**src/rtl/alarm_irq_pkg.sv**
```systemverilog
package alarm_irq_pkg;

  localparam int NSRC = 3;

  typedef enum logic [1:0] {
    SRC_LOS = 2'd0,
    SRC_DFM = 2'd1,
    SRC_AIS = 2'd2
  } src_e;

  // address of the live status register of a source
  function automatic int live_addr(input int s);
    case (s)
      0:       return 'h04;
      1:       return 'h05;
      default: return 'h13;
    endcase
  endfunction

  // address of the enable register of a source
  function automatic int en_addr(input int s);
    case (s)
      0:       return 'h06;
      1:       return 'h07;
      default: return 'h14;
    endcase
  endfunction

  // address of the pending (latched interrupt) register of a source
  function automatic int pend_addr(input int s);
    case (s)
      0:       return 'h08;
      1:       return 'h09;
      default: return 'h15;
    endcase
  endfunction

  // bits that changed between two samples, either direction
  function automatic logic [7:0] change_bits(input logic [7:0] now_v, input logic [7:0] old_v);
    return now_v ^ old_v;
  endfunction

  // pending next state: a set wins over a clear in the same cycle
  function automatic logic [7:0] pend_update(input logic [7:0] pend,
                                             input logic [7:0] set_v,
                                             input logic       clr);
    return (clr ? 8'h00 : pend) | set_v;
  endfunction

endpackage

```
**src/rtl/alarm_irq_source.sv**
```systemverilog
module alarm_irq_source
  import alarm_irq_pkg::*;
#(
  parameter int NCH = 4
) (
  input  logic           clk,
  input  logic           rst_n,
  input  logic [NCH-1:0] stat_i,
  input  logic           en_wr,
  input  logic [NCH-1:0] en_wdata,
  input  logic           pend_clr,
  output logic [NCH-1:0] live_o,
  output logic [NCH-1:0] en_o,
  output logic [NCH-1:0] pend_o,
  output logic [NCH-1:0] set_o,
  output logic [NCH-1:0] pend_nxt_o
);

  logic [NCH-1:0] live_q, en_q, pend_q;
  logic [NCH-1:0] chg;
  logic [7:0]     chg_w, pend_w;

  assign chg_w = change_bits(8'(stat_i), 8'(live_q));
  assign chg   = chg_w[NCH-1:0];
  assign set_o = chg & en_q;

  assign pend_w     = pend_update(8'(pend_q), 8'(set_o), pend_clr);
  assign pend_nxt_o = pend_w[NCH-1:0];

  always_ff @(posedge clk or negedge rst_n) begin
    if (!rst_n) begin
      live_q <= '0;
      en_q   <= '0;
      pend_q <= '0;
    end else begin
      live_q <= stat_i;
      pend_q <= pend_nxt_o;
      if (en_wr) en_q <= en_wdata;
    end
  end

  assign live_o = live_q;
  assign en_o   = en_q;
  assign pend_o = pend_q;

endmodule

```
**src/rtl/alarm_irq_regport.sv**
```systemverilog
module alarm_irq_regport
  import alarm_irq_pkg::*;
#(
  parameter int NCH    = 4,
  parameter int ADDR_W = 5,
  parameter int DW     = 8
) (
  input  logic              clk,
  input  logic              rst_n,
  input  logic              reg_wr,
  input  logic              reg_rd,
  input  logic [ADDR_W-1:0] reg_addr,
  input  logic [NCH-1:0]    live_i [NSRC],
  input  logic [NCH-1:0]    en_i   [NSRC],
  input  logic [NCH-1:0]    pend_i [NSRC],
  output logic [NSRC-1:0]   en_wr_o,
  output logic [NSRC-1:0]   pend_clr_o,
  output logic [DW-1:0]     rdata_o,
  output logic              rvalid_o
);

  logic [DW-1:0] rd_mux;
  logic [DW-1:0] rdata_q;
  logic          rvalid_q;
  int            addr_i;

  assign addr_i = int'(reg_addr);

  for (genvar s = 0; s < NSRC; s++) begin : g_dec
    assign en_wr_o[s]    = reg_wr && (addr_i == en_addr(s));
    assign pend_clr_o[s] = reg_rd && (addr_i == pend_addr(s));
  end

  always_comb begin
    rd_mux = '0;
    for (int s = 0; s < NSRC; s++) begin
      if (addr_i == live_addr(s)) rd_mux[NCH-1:0] = live_i[s];
      if (addr_i == en_addr(s))   rd_mux[NCH-1:0] = en_i[s];
      if (addr_i == pend_addr(s)) rd_mux[NCH-1:0] = pend_i[s];
    end
  end

  always_ff @(posedge clk or negedge rst_n) begin
    if (!rst_n) begin
      rdata_q  <= '0;
      rvalid_q <= 1'b0;
    end else begin
      rvalid_q <= reg_rd;
      if (reg_rd) rdata_q <= rd_mux;
    end
  end

  assign rdata_o  = rdata_q;
  assign rvalid_o = rvalid_q;

endmodule

```
**src/rtl/alarm_irq_outlatch.sv**
```systemverilog
module alarm_irq_outlatch #(
  parameter int NBITS = 12
) (
  input  logic             clk,
  input  logic             rst_n,
  input  logic [NBITS-1:0] pend_nxt,
  output logic             irq_n
);

  logic irq_q;

  always_ff @(posedge clk or negedge rst_n) begin
    if (!rst_n) irq_q <= 1'b0;
    else        irq_q <= |pend_nxt;
  end

  assign irq_n = ~irq_q;

endmodule

```
**src/rtl/alarm_irq_top.sv**
```systemverilog
module alarm_irq_top
  import alarm_irq_pkg::*;
#(
  parameter int NCH    = 4,
  parameter int ADDR_W = 5,
  parameter int DW     = 8
) (
  input  logic              clk,
  input  logic              rst_n,
  input  logic [NCH-1:0]    los_i,
  input  logic [NCH-1:0]    dfm_i,
  input  logic [NCH-1:0]    ais_i,
  input  logic              reg_wr,
  input  logic              reg_rd,
  input  logic [ADDR_W-1:0] reg_addr,
  input  logic [DW-1:0]     reg_wdata,
  output logic [DW-1:0]     reg_rdata,
  output logic              reg_rvalid,
  output logic              irq_n
);

  localparam int NBITS = NSRC * NCH;

  logic [NCH-1:0]  stat_arr [NSRC];
  logic [NCH-1:0]  live_arr [NSRC];
  logic [NCH-1:0]  en_arr   [NSRC];
  logic [NCH-1:0]  pend_arr [NSRC];
  logic [NCH-1:0]  set_arr  [NSRC];
  logic [NCH-1:0]  nxt_arr  [NSRC];
  logic [NSRC-1:0] en_wr;
  logic [NSRC-1:0] pend_clr;

  // named event wires for the checker
  logic [NBITS-1:0] pend_all;
  logic [NBITS-1:0] set_all;
  logic [NBITS-1:0] nxt_all;
  logic             clr_any;

  assign stat_arr[SRC_LOS] = los_i;
  assign stat_arr[SRC_DFM] = dfm_i;
  assign stat_arr[SRC_AIS] = ais_i;

  for (genvar s = 0; s < NSRC; s++) begin : g_src
    alarm_irq_source #(.NCH(NCH)) u_src (
      .clk       (clk),
      .rst_n     (rst_n),
      .stat_i    (stat_arr[s]),
      .en_wr     (en_wr[s]),
      .en_wdata  (reg_wdata[NCH-1:0]),
      .pend_clr  (pend_clr[s]),
      .live_o    (live_arr[s]),
      .en_o      (en_arr[s]),
      .pend_o    (pend_arr[s]),
      .set_o     (set_arr[s]),
      .pend_nxt_o(nxt_arr[s])
    );
    assign pend_all[s*NCH +: NCH] = pend_arr[s];
    assign set_all[s*NCH +: NCH]  = set_arr[s];
    assign nxt_all[s*NCH +: NCH]  = nxt_arr[s];
  end

  if (NCH < DW) begin : g_hi
    logic unused_wdata_hi;
    assign unused_wdata_hi = ^reg_wdata[DW-1:NCH];
  end

  assign clr_any = |pend_clr;

  alarm_irq_regport #(.NCH(NCH), .ADDR_W(ADDR_W), .DW(DW)) u_regs (
    .clk       (clk),
    .rst_n     (rst_n),
    .reg_wr    (reg_wr),
    .reg_rd    (reg_rd),
    .reg_addr  (reg_addr),
    .live_i    (live_arr),
    .en_i      (en_arr),
    .pend_i    (pend_arr),
    .en_wr_o   (en_wr),
    .pend_clr_o(pend_clr),
    .rdata_o   (reg_rdata),
    .rvalid_o  (reg_rvalid)
  );

  alarm_irq_outlatch #(.NBITS(NBITS)) u_out (
    .clk     (clk),
    .rst_n   (rst_n),
    .pend_nxt(nxt_all),
    .irq_n   (irq_n)
  );

endmodule

```
**config.mk**
```make
export PLATFORM = sky130hd
export DESIGN_NAME = alarm_irq_top
export DESIGN_NICKNAME = d
export VERILOG_FILES = /design/src/rtl/alarm_irq_pkg.sv /design/src/rtl/alarm_irq_source.sv /design/src/rtl/alarm_irq_regport.sv /design/src/rtl/alarm_irq_outlatch.sv /design/src/rtl/alarm_irq_top.sv
export SDC_FILE = /design/constraint.sdc
export NUM_CORES = 1
export LEC_CHECK = 0
export ABC_CLOCK_PERIOD_IN_PS = 1500
export BUFFER_PORTS_ARGS = -buffer_cell sky130_fd_sc_hd__buf_2
export CORE_AREA = 8 8 77 79
export CTS_BUF_LIST = sky130_fd_sc_hd__clkbuf_8 sky130_fd_sc_hd__clkbuf_16
export DETAILED_ROUTE_END_ITERATION = 10
export DIE_AREA = 0 0 85 87
export PLACE_DENSITY = 0.78
export REMOVE_ABC_BUFFERS = 1
export SETUP_SLACK_MARGIN = 0.4
export SYNTH_ARGS = -nofsm -noshare
export SYNTH_HDL_FRONTEND = slang
export SYNTH_SLANG_ARGS = --single-unit
```
**constraint.sdc**
```tcl
create_clock -name clk -period 1.5 [get_ports clk]
set_input_delay 0.075 -clock clk [delete_from_list [all_inputs] [get_ports clk]]
set_output_delay 0.075 -clock clk [all_outputs]
set_load 0.02 [all_outputs]
```
[Word-level counts from Yosys, hierarchy flattened]
Cells that the tools add are included.
Operators by class
  eq/ne operators: 9
  muxes and demuxes: 12
  bitwise operators: 10
  reduce and logical (&&, ||, !) cells: 7
Operator list (number)
  two-way mux 4 bit: 12
  == test 5 bit (second input constant): 5
  == test 5 x 4 -> 1 bit (second input constant): 4
  bitwise AND 4 bit: 3
  OR 4 bit: 3
  OR reduction 12 bit: 1
  bitwise XOR 4 bit: 3
  logical AND 1 bit: 6
  NOT 1 bit: 1
Word-level totals
  register bits: 42
  output and inout port bits: 10
  word-level logic and storage cells: 50

[Longest topological paths before layout]
  depth after elaboration: 10
  depth in mapped cells: 6
  mapped depth without buffers: 5

[By module]
From an unflattened synthesis, not the netlist that was laid out.
Second synthesis, totals
  cell total of the unflattened synthesis: 187
  area, all modules: 2054.5 µm²
By module, submodules not included
  alarm_irq_source: times used 3, cells an instance 29, area each 444.2 µm², sequential area each 300.3 µm²
  alarm_irq_regport: times used 1, cells an instance 94, area each 669.4 µm², sequential area each 125.1 µm²
  alarm_irq_outlatch: times used 1, cells an instance 6, area each 52.6 µm², sequential area each 25.0 µm²

[Worst setup path before layout]
OpenSTA, ideal clock, no wires.
  path kind: input to register
  start: input port reg_addr[3]
  end: register g_src[1].u_src.en_q[0]
  setup time: 125 ps
  data arrival time: 1130 ps
  data required time: 1375 ps
  path slack: 246 ps
  stages on the path: 5
  buffers on the path: 1
  cells stage by stage: buf_4 and3b_1 nand2_2 nor2_2 mux2_2
Between the ends
  cells in the longest elaborated chain, start to end: 2
Ends and longest elaborated chain
  from (decl): RTL line alarm_irq_top.sv:15  | input logic [ADDR_W-1:0] reg_addr,
  == test 5 x 4 -> 1 bit: RTL line alarm_irq_regport.sv:30  | assign en_wr_o[s] = reg_wr && (addr_i == en_addr(s));
  logical AND 1 bit: RTL line alarm_irq_regport.sv:30
  to (signal assigned): RTL line alarm_irq_source.sv:38  | if (en_wr) en_q <= en_wdata;
  to (decl): RTL line alarm_irq_source.sv:19  | logic [NCH-1:0] live_q, en_q, pend_q;
No other way between the ends.
A chain may end at the register's enable or synchronous reset.

[Final worst setup path]
  start: register g_src[0].u_src.pend_q[3]
  end: register u_out.irq_q
Between the ends
  cells in the longest elaborated chain, start to end: 3
Ends and longest elaborated chain
  from (decl): RTL line alarm_irq_source.sv:19
  from (signal assigned): RTL line alarm_irq_source.sv:37  | pend_q <= pend_nxt_o;
  two-way mux 4 bit: RTL line alarm_irq_pkg.sv:47  | return (clr ? 8'h00 : pend) | set_v;
  OR 4 bit: RTL line alarm_irq_pkg.sv:47
  OR reduction 12 bit: RTL line alarm_irq_outlatch.sv:14  | else irq_q <= |pend_nxt;
  to (signal assigned): RTL line alarm_irq_outlatch.sv:14
  to (decl): RTL line alarm_irq_outlatch.sv:10  | logic irq_q;
No other way between the ends.

==> metrics.txt <==
# TYPE chip_impl_metric gauge
chip_impl_metric{name="ys_ff_latch",unit=""} 42
chip_impl_metric{name="clkSinkCount",unit=""} 42
chip_impl_metric{name="grt_max_degree",unit=""} 16
chip_impl_metric{name="fillers",unit=""} 392
chip_impl_metric{name="final_critical_period",unit="ns"} 1.23
chip_impl_metric{name="worst_skew_pair.late_latency",unit="ns"} 0.30
chip_impl_metric{name="power_leakage",unit="nW"} 1.24
chip_impl_info{name="reg2reg_to",value="u_out.irq_q"} 1
chip_impl_metric{name="syn-cell-area",unit="um2"} 2170
chip_impl_info{name="post_synth_main_area_contributors",value="sky130_fd_sc_hd__dfrtp_1 (48%), sky130_fd_sc_hd__a22o_1 (4.8%), sky130_fd_sc_hd__xor2_1 (4.8%)"} 1
chip_impl_info{name="run_status",value="complete, no violations"} 1
chip_impl_metric{name="design.die.area",unit="um2"} 7400
chip_impl_metric{name="min_delay_path_depth",unit=""} 1
chip_impl_metric{name="htree_num_levels",unit=""} 2
chip_impl_metric{name="drt_pass1_iterations",unit=""} 5
chip_impl_info{name="clk_root_buffer_cell",value="sky130_fd_sc_hd__clkbuf_8"} 1
chip_impl_metric{name="power.density",unit="nW/um2"} 1030
chip_impl_metric{name="hold_viol",unit=""} 0
chip_impl_metric{name="dr.first_iter.drc_count",unit=""} 224
chip_impl_metric{name="drive_above_1_share",unit="%"} 39.9
chip_impl_metric{name="slowest_delay",unit="ns"} 0.42
chip_impl_metric{name="antenna_violations_before_repair",unit=""} 0
chip_impl_metric{name="die_h",unit="um"} 87
chip_impl_metric{name="maximum_clock_skew_at_final_layout",unit="ns"} 0.00989
chip_impl_info{name="cp_cell_sequence",value="o41ai_2 -> and3_1 -> nand3_1"} 1
chip_impl_metric{name="ff_latch_area",unit="um2"} 1050
chip_impl_metric{name="placementRows",unit=""} 26
chip_impl_metric{name="avgViaCountPerCell",unit=""} 6.19
chip_impl_info{name="endpoint_kind",value="flip-flop"} 1
chip_impl_metric{name="layoutNonFillerInstCount",unit=""} 314
chip_impl_info{name="worst_min_delay_path_startpoint",value="reg_rd"} 1
chip_impl_metric{name="synth.yosys.warnings",unit=""} 0
chip_impl_metric{name="mapped_cells",unit=""} 196
chip_impl_metric{name="initial_core_util",unit="%"} 44.8
chip_impl_info{name="r2r_start",value="g_src[0].u_src.pend_o[3]"} 1
chip_impl_metric{name="grt_first_pass_wirelength",unit="um"} 9320
chip_impl_metric{name="setup_tns",unit="ns"} 0
chip_impl_info{name="hp-class",value="in2reg"} 1
chip_impl_metric{name="synth.avg_cell_area",unit="um2"} 11.1
chip_impl_metric{name="bufs_on_longest_clock_path",unit=""} 2
chip_impl_info{name="grt_setup_unrepaired",value="true"} 1
chip_impl_metric{name="synth_to_layout_area_growth",unit="%"} 33.0
chip_impl_metric{name="timing.critical_path.arrival",unit="ns"} 1.41
chip_impl_metric{name="drt_wl_total",unit="um"} 6390
chip_impl_metric{name="multi_input_comb_area",unit="um2"} 1180
chip_impl_info{name="synth_top_area_cell",value="sky130_fd_sc_hd__dfrtp_1"} 1
chip_impl_metric{name="max_clock_freq",unit="MHz"} 811
chip_impl_metric{name="global_placer_s_final_weighted_congestion",unit=""} 0.996
chip_impl_metric{name="port_buffers",unit=""} 30
chip_impl_info{name="worstSetupPathType",value="reg2reg"} 1
chip_impl_info{name="worst_setup_path_start_kind",value="flip-flop"} 1
chip_impl_metric{name="globalRouteOverflowTotal",unit=""} 0
chip_impl_metric{name="fraction_of_post_synthesis_cell_area_in_the_top_cell_type_by_area",unit="%"} 48.4
chip_impl_info{name="synth_top_flop_cell",value="sky130_fd_sc_hd__dfrtp_1"} 1
chip_impl_metric{name="remaining_drc_errors",unit=""} 0
chip_impl_metric{name="num_antenna_cells",unit=""} 0
chip_impl_metric{name="finalCritPeriodShare",unit="%"} 82.2
chip_impl_metric{name="max-cap-violations",unit=""} 0
chip_impl_metric{name="numCtsBuffers",unit=""} 5
chip_impl_metric{name="gr-usage-all-layers",unit="%"} 16.1
chip_impl_metric{name="number_of_global_route_vias_before_repair",unit=""} 1936
chip_impl_metric{name="peakVddDrop",unit="mV"} 0.736
chip_impl_metric{name="setup_viol",unit=""} 0
chip_impl_metric{name="critical_path_required",unit="ns"} 1.68
chip_impl_metric{name="total_placed_cells_including_tap_cells",unit=""} 283
chip_impl_metric{name="postSynth.asyncResetShare",unit="%"} 100
chip_impl_info{name="worst_hold_path.endpoint",value="u_regs.rvalid_o"} 1
chip_impl_metric{name="cts.reportedPaths.clkPinSlew",unit="ns"} 0.08
chip_impl_metric{name="post_synth_edffs",unit=""} 0
chip_impl_metric{name="post_drt_wl_per_cell",unit="um"} 20.3
chip_impl_metric{name="core_region_area",unit="um2"} 4850
chip_impl_metric{name="route.vias.total",unit=""} 1943
chip_impl_metric{name="floorplan.io_pins",unit=""} 39
chip_impl_metric{name="worst-r2r-cell-count",unit=""} 3
chip_impl_metric{name="sum_of_net_half_perimeters_after_detailed_placement",unit="um"} 4170
chip_impl_info{name="timing.critical_path.slowest_stage_cell",value="sky130_fd_sc_hd__dfrtp_1"} 1
chip_impl_metric{name="final_max_slew_viol_count",unit=""} 0
chip_impl_metric{name="die_width",unit="um"} 85
chip_impl_metric{name="synth_seq_area_share",unit="%"} 48.4
chip_impl_metric{name="synth.distinct_cells",unit=""} 50
chip_impl_metric{name="nNetsFinal",unit=""} 287
chip_impl_metric{name="ant_nets",unit=""} 0
chip_impl_info{name="tritoncts",value="yes"} 1
chip_impl_metric{name="critical_path_peak_fanout",unit=""} 3
chip_impl_metric{name="reg2reg_slack",unit="ns"} 0.27
==> cells in the final DEF (no fill, tap or decap), types with 5 or more instances in the layout <==
| cell | n |
|---|---|
| sky130_fd_sc_hd__buf_4 | 21 |
| sky130_fd_sc_hd__a21oi_1 | 7 |
| sky130_fd_sc_hd__mux2_2 | 8 |
| sky130_fd_sc_hd__dlygate4sd3_1 | 13 |
| sky130_fd_sc_hd__dfrtp_1 | 41 |
| sky130_fd_sc_hd__buf_2 | 25 |
| sky130_fd_sc_hd__a22o_1 | 12 |
| sky130_fd_sc_hd__inv_1 | 6 |
| sky130_fd_sc_hd__o21ai_0 | 5 |
| sky130_fd_sc_hd__xor2_1 | 9 |
| sky130_fd_sc_hd__clkbuf_8 | 6 |
| sky130_fd_sc_hd__nor2_1 | 10 |
| sky130_fd_sc_hd__nand3_1 | 10 |
==> area by class of cell <==
cell class              instances  share of cell area (%)
flip-flops and latches         42                    36.5
inverters                       7                   0.911
clock inverters                 1                    1.04
clock buffers                   6                    2.86
multi-input cells             140                    40.9
repair buffers                 62                    15.4
well taps                      56                    2.43
==> state kept, by name (all words and copies together) (netlist names) <==
signal,cells
g_src.u_src.live_o,12
u_out.irq_q,1
g_src.u_src.pend_o,12
u_regs.rvalid_o,1
u_regs.rdata_o,4
g_src.u_src.en_o,12
==> worst max path at each step <==
stage,startpoint,end,slack (ns),cells past startpoint
detailed placement,reg_addr[2],u_out.irq_q,0.04,6
floorplan,reg_addr[1],u_out.irq_q,0.38,5
CTS,g_src[0].u_src.live_o[3],u_out.irq_q,0.25,5
global placement,reg_addr[2],g_src[1].u_src.en_o[1],0.07,5
finish,g_src[0].u_src.pend_o[3],u_out.irq_q,0.27,3
global route,g_src[0].u_src.pend_o[3],u_out.irq_q,0.20,3
==> Yosys cell counts, types with 2 or more instances <==
master                      instances
sky130_fd_sc_hd__dfrtp_1           42
sky130_fd_sc_hd__a22o_1            12
sky130_fd_sc_hd__nand3_1           12
sky130_fd_sc_hd__xor2_1            12
sky130_fd_sc_hd__nor2_1            11
sky130_fd_sc_hd__a21oi_1            9
sky130_fd_sc_hd__o21ai_0            9
sky130_fd_sc_hd__mux2_2             8
sky130_fd_sc_hd__buf_4              6
sky130_fd_sc_hd__inv_1              6
sky130_fd_sc_hd__a22oi_1            5
sky130_fd_sc_hd__mux2_1             4
sky130_fd_sc_hd__nand2b_1           4
sky130_fd_sc_hd__o22ai_1            4
sky130_fd_sc_hd__nand2_1            3
sky130_fd_sc_hd__o221ai_1           3
sky130_fd_sc_hd__a31oi_1            2
sky130_fd_sc_hd__a32oi_1            2
sky130_fd_sc_hd__buf_2              2
sky130_fd_sc_hd__nand3b_1           2
sky130_fd_sc_hd__nand4_1            2
sky130_fd_sc_hd__nor2_2             2
sky130_fd_sc_hd__nor3_1             2
sky130_fd_sc_hd__nor3b_4            2
sky130_fd_sc_hd__o211ai_1           2
sky130_fd_sc_hd__o2bb2ai_1          2
sky130_fd_sc_hd__o31ai_1            2
sky130_fd_sc_hd__or3b_1             2
==> report_power, final <==
part	total (W)	internal [W]	switching [W]
registers	0.00145	0.00129	0.000166
clock network	0.000912	0.000532	0.000379
logic	0.000617	0.000316	0.000301
total	0.00298	0.00213	0.000846
==> worst max-delay path, delay by kind of cell (launching register included) <==
family,cells,cell delay [ns]
simple gates,2,0.29
compound gates,1,0.40
flops,1,0.42
==> per-stage QoR <==
step	cell area, um2	hold WS [ns]	utilization (%)	setup slack (ns)	power, W
after floorplan	2110	-0.221	-	0.383	0.00167
after global placement	2390	-0.0217	49.3	0.0729	0.00187
after detailed placement	2390	-0.0147	49.3	0.0428	0.00190
after CTS	2730	0.0338	56.2	0.251	0.00287
after global routing	2890	0.0389	59.5	0.199	0.00311
final	2890	0.0414	59.5	0.267	0.00298
==> cell families (layout without fill, tap and decap cells) <==
kind of cell,after synthesis,count (layout),share of synthesized area [%]
AOI/OAI and AO/OA,57,57,18.5
and+or+nand+nor,54,54,17.0
DFF,42,42,48.4
buffers and inverters,17,76,4.44
muxes,13,13,6.69
xor gates and xnor gates,12,12,4.84
other,1,4,0.173
==> metal layers <==
layer  global-route usage, %  vias up  routed length [um]
met4                    8.90        0                 301
met1                    18.7      949                2540
met3                    3.40       32                 514
met5                       0        -                   0
met2                    27.0      118                3030
li1                        -      844                   -
==> timing repair <==
| action | CTS | global route |
|---|---|---|
| hold buffers | 13 | 0 |
| buffers inserted | 5 | 6 |
| gates resized for setup | 13 | 30 |
| setup endpoints to repair | 12 | 9 |
| pin swaps | 15 | 15 |
| hold endpoints to repair | 25 | 0 |
Note: power is estimated with default switching activity, not from simulation.
